===== config.mk =====
export PLATFORM = sky130hd
export DESIGN_NAME = odpin_reg
export DESIGN_NICKNAME = d
export VERILOG_FILES = /design/src/rtl/odpin_pkg.sv /design/src/rtl/odpin_sync.sv /design/src/rtl/odpin_line.sv /design/src/rtl/odpin_reg.sv
export SDC_FILE = /design/constraint.sdc
export NUM_CORES = 1
export LEC_CHECK = 0
export ABC_AREA = 0
export BUFFER_PORTS_ARGS = -buffer_cell sky130_fd_sc_hd__buf_2
export CAP_MARGIN = 20
export CORE_MARGIN = 2
export CORE_UTILIZATION = 35
export DETAILED_ROUTE_END_ITERATION = 7
export PLACE_DENSITY = 0.76
export SLEW_MARGIN = 20
export SYNTH_ARGS = -nofsm -noshare
export SYNTH_HDL_FRONTEND = slang
export SYNTH_HIERARCHICAL = 1
export SYNTH_SLANG_ARGS = --single-unit

===== constraint.sdc =====
create_clock -name clk -period 0.8 [get_ports clk]
set_input_delay 0 -clock clk [delete_from_list [all_inputs] [get_ports clk]]
set_output_delay 0 -clock clk [all_outputs]
set_load 0.005 [all_outputs]

===== src/rtl/odpin_pkg.sv =====
package odpin_pkg;

   // field positions inside one line lane
   localparam int FLD_DIR_MSK = 0;
   localparam int FLD_DIR     = 1;
   localparam int FLD_VAL_MSK = 2;
   localparam int FLD_VAL     = 3;
   localparam int FLD_IN      = 4;
   localparam int FLD_PUD     = 5;
   localparam int FLD_COUNT   = 6;

   typedef struct packed {
      logic pud;
      logic val;
      logic dir;
   } line_state_t;

endpackage


===== src/rtl/odpin_sync.sv =====
module odpin_sync #(
   parameter int   STAGES  = 2,
   parameter logic RST_VAL = 1'b1
) (
   input  logic clk,
   input  logic rst_n,
   input  logic d,
   output logic q
);

   generate
      if (STAGES < 2) begin : g_bad_stages
         $error("odpin_sync needs at least two stages");
      end
   endgenerate

   logic [STAGES-1:0] chain;

   always_ff @(posedge clk or negedge rst_n) begin
      if (!rst_n) chain <= {STAGES{RST_VAL}};
      else        chain <= {chain[STAGES-2:0], d};
   end

   assign q = chain[STAGES-1];

endmodule


===== src/rtl/odpin_line.sv =====
module odpin_line
   import odpin_pkg::*;
(
   input  logic                 clk,
   input  logic                 rst_n,
   input  logic                 wr_en,
   input  logic [FLD_COUNT-1:0] fld,
   output line_state_t          st
);

   always_ff @(posedge clk or negedge rst_n) begin
      if (!rst_n) begin
         st <= '{pud: 1'b0, val: 1'b0, dir: 1'b0};
      end else if (wr_en) begin
         st.pud <= fld[FLD_PUD];
         if (fld[FLD_DIR_MSK]) st.dir <= fld[FLD_DIR];
         if (fld[FLD_VAL_MSK]) st.val <= fld[FLD_VAL];
      end
   end

endmodule


===== src/rtl/odpin_reg.sv =====
module odpin_reg
   import odpin_pkg::*;
#(
   parameter int   NUM_LINES   = 2,
   parameter int   LANE_W      = 8,
   parameter int   SYNC_STAGES = 2,
   parameter logic IDLE_LEVEL  = 1'b1
) (
   input  logic                        clk,
   input  logic                        rst_n,
   input  logic                        wr_en,
   input  logic [NUM_LINES*LANE_W-1:0] wr_data,
   output logic [NUM_LINES*LANE_W-1:0] rd_data,
   output logic [NUM_LINES-1:0]        pad_oe,
   output logic [NUM_LINES-1:0]        pad_o,
   input  logic [NUM_LINES-1:0]        pad_i,
   output logic [NUM_LINES-1:0]        pu_dis
);

   localparam int WORD_W = NUM_LINES * LANE_W;

   generate
      if (LANE_W < FLD_COUNT) begin : g_bad_lane
         $error("odpin_reg lane too narrow for its fields");
      end
      if (NUM_LINES < 1) begin : g_bad_lines
         $error("odpin_reg needs at least one line");
      end
   endgenerate

   generate
      for (genvar i = 0; i < NUM_LINES; i++) begin : g_line
         line_state_t       st;
         logic              in_s;
         logic [LANE_W-1:0] lane_rd;

         odpin_line i_line (
            .clk   (clk),
            .rst_n (rst_n),
            .wr_en (wr_en),
            .fld   (wr_data[i*LANE_W +: FLD_COUNT]),
            .st    (st)
         );

         odpin_sync #(
            .STAGES  (SYNC_STAGES),
            .RST_VAL (IDLE_LEVEL)
         ) i_sync (
            .clk   (clk),
            .rst_n (rst_n),
            .d     (pad_i[i]),
            .q     (in_s)
         );

         always_comb begin
            lane_rd          = '0;
            lane_rd[FLD_DIR] = st.dir;
            lane_rd[FLD_VAL] = st.val;
            lane_rd[FLD_IN]  = in_s;
            lane_rd[FLD_PUD] = st.pud;
         end

         assign rd_data[i*LANE_W +: LANE_W] = lane_rd;
         assign pad_oe[i] = st.dir;
         assign pad_o[i]  = st.val;
         assign pu_dis[i] = st.pud;
      end
   endgenerate

endmodule


==> out/results.env <==
MET3_WIRELENGTH_FROM_DETAILED_ROUTING_UM=92
CRITICALPATHCATEGORY='flip-flop to flip-flop'
RUN_STATUS='finished, violations left'
FIRST_ITER_VIOLATIONS=1
HIGHEST_SIGNAL_LAYER='met4'
NETLIST-CELL-TYPE-COUNT=7
START_UTIL_PCT=37.1
CTS_NUM_SINKS=10
POST-ROUTE-PERIOD-UTIL_PCT=109
WORSTSKEWPAIRLATENCY_NS=0.26
MOSTFREQUENTLAYOUTCELL='buf_2'
GRT_FIRST_PASS_WIRELENGTH_UM=1300
CLOCKROOTBUFFER='clkbuf_4'
AREA_GROWTH_SYN_TO_FIN_PCT=48.8
LARGEST_DRIVER_FANOUT_ON_THE_CRITICAL_PATH=2
FINAL_WORST_CLOCK_SKEW_NS=0.000379
GRT.TOTAL_USAGE_PCT=13.1
WL_PER_CELL_UM=10.3
VIA_COUNT=336
GLOBALROUTE.TOTALOVERFLOW=0
DRT_DRC_VIOLATIONS_LEFT=0
FINAL-HOLD-VIOLATION-COUNT=0
CRITICAL_PATH.SLOWEST_CELL='dfrtp_1'
FIN_NETS=93
PORT_BUFFERS=28
GRT_PASS1_VIAS=309
TIMING.CRITICAL_PATH.CELLS='buf_4 -> mux2_4'
CTS_CLOCK_PIN_SLEW_FOR_THE_WORST_SETUP_AND_HOLD_PATHS_NS=0.06
FAILED_CHECKS='setup timing'
LAYOUT.CELLS.NON_FILLER=86
PATH_BUF_INV=1
VIAS_PER_CELL=3.91
SYNTH_CELLS=37
CRIT_REQUIRED_NS=0.94
POST_SYNTH_INSTANCE_AREA_UM2=477
MAX_CAP_VIOLATIONS=0
MAX_FCLK_GHz=1.14
SYNTH.FF_LATCH_COUNT=10
CTS_BUFFERS=3
DR_WL_MET2_UM=465
TOP_LEVEL_PORT_COUNT=43
YS_SEQ_AREA_SHARE_PCT=53.5
MAXSLEWVIOLCOUNT=0
PLACEMENT.SETUP.WORST_SLACK_NS=0.0397
FINAL_CRITICAL_PATH_SETUP_SLACK_NS=-0.0739
CORE_AREA_UM2=1280
GP_CONGESTION=0.645
DIE-AREA_UM2=1670
WORST_SETUP_START_KIND='flip-flop'
NUM_ANTENNA_CELLS=0
CTS_MAX_PATH_BUFFERS=2
CTS_MAX_LEVEL=1
ROUTE.LAYER.MET1.WL_UM=319
TOTAL_POWER_PER_UNIT_CELL_AREA_nW_PER_UM2=1890
TNS_SETUP_NS=-0.338
FIRST_PASS_ITERS=3
WORSTSETUPENDPOINTTYPE='flip-flop'
CRITICAL-PATH-TOP-DELAY-FAMILY='flip-flops'
PERIOD_MINUS_SLACK_NS=0.874
ANTENNA_VIOLATIONS_BEFORE_REPAIR=0
POST_ROUTE_CELLS_DRIVE_ABOVE_1_SHARE_PCT=62.0
TRITONCTS_CLOCK_TREE='done'
DPL.HPWL_UM=592
MAXIMUM_NUMBER_OF_PINS_ON_ONE_NET_BEFORE_GLOBAL_ROUTE_REPAIR=11
RSZ_0062_RAISED_AFTER_GLOBAL_ROUTING='true'
DIE_HEIGHT_UM=40.9
HP-CLASS='input port to flip-flop'
SYNTH.YOSYS.WARNINGS=6
CRIT_ARRIVAL_NS=1.01
WORST_IR_DROP_VDD_V=0.000914
FILLER_CELL_COUNT=113
CPPEAKSTAGEDELAY_NS=0.39
FP.DIEW_UM=40.9
DPL.CELL_COUNT=72
POSTROUTEANTENNANETS=0
STATIC_LEAKAGE_nW=0.381
SETUP_VIOLATIONS=5
POSTROUTEWIRELENGTH_UM=888
AVG_INST_SIZE_SYNTH_UM2=12.9
LAYOUT.CELLS.MOST_COMMON_LIST='25 x buf_2, 9 x dlygate4sd3_1, 8 x conb_1'
ROW_COUNT=13
registers in the layout (all words and copies together), names as in the netlist:
name	flops
g_line.i_line/st	6
g_line.i_sync/chain	4
per-layer routing:
metal  global-route usage, %  vias to the layer above
met5                       0                        -
met2                    21.5                       28
met3                    3.80                        2
met1                    13.9                      145
met4                    10.0                        0
li1                        -                      161
what timing repair did:
item,CTS,global route
hold buffers,9,0
endpoints found under the setup margin,4,17
buffers inserted,1,0
gates resized for setup,3,2
endpoints found under the hold margin,18,0
worst reg2reg max path, cell delays in order (launching register included):
cell and delay [ns]:
dfrtp_1 0.39, buf_4 0.13, mux2_4 0.24
cell usage after synthesis, drive strengths merged:
cell type,n,area [um^2]
mux2,6,82.6
dfrtp,6,150
conb,1,3.75
nand2,4,15.0
buf,16,120
dfstp,4,105
through the flow:
stage               instance area (um^2)  util, %  hold WS [ns]  total power, W
finish                               709     55.2        0.0816         0.00134
global route                         709     55.2        0.0890         0.00142
CTS                                  699     54.4        0.0678         0.00135
detailed placement                   549     42.7        -0.127        0.000831
global placement                     549     42.7        -0.136        0.000826
floorplan                            503        -        -0.296        0.000776
report_power, final:
group	internal, W	total, W	switching (W)	leakage (nW)
clock	0.000276	0.000440	0.000165	0.0210
combinational	0.000204	0.000305	0.000100	0.248
sequential	0.000564	0.000597	0.0000328	0.112
total	0.00104	0.00134	0.000298	0.381
worst paths after layout:
check | depth (start not counted) | start | endpoint | slack (ns)
max | 2 | g_line[0].i_line/st[1] | g_line[0].i_line/st[1] | -0.07
min in group asynchronous | 2 | rst_n | g_line[1].i_line/st[2] | 0.12
max in group asynchronous | 2 | rst_n | g_line[1].i_sync/chain[1] | 0.42
max reg2reg | 2 | g_line[0].i_line/st[1] | g_line[0].i_line/st[1] | -0.07
min reg2reg | 0 | g_line[0].i_sync/chain[0] | g_line[0].i_sync/chain[1] | 0.36
min | 3 | wr_data[10] | g_line[1].i_line/st[1] | 0.08
final cells by class:
class / instances / area, um^2 / area share [%]
timing repair buffer: 39 / 268 / 37.7
tap: 15 / 18.8 / 2.65
sequential: 10 / 255 / 36.0
clock buffer: 4 / 36.3 / 5.11
multi-input combinational: 18 / 131 / 18.5
logic make-up after synthesis:
kind of cell	Yosys count	share of synthesized area, %
buf+inv	16	25.2
simple gates	4	3.15
flops	10	53.5
other cells	1	0.787
mux	6	17.3
Power figures use the tool's default switching activity.
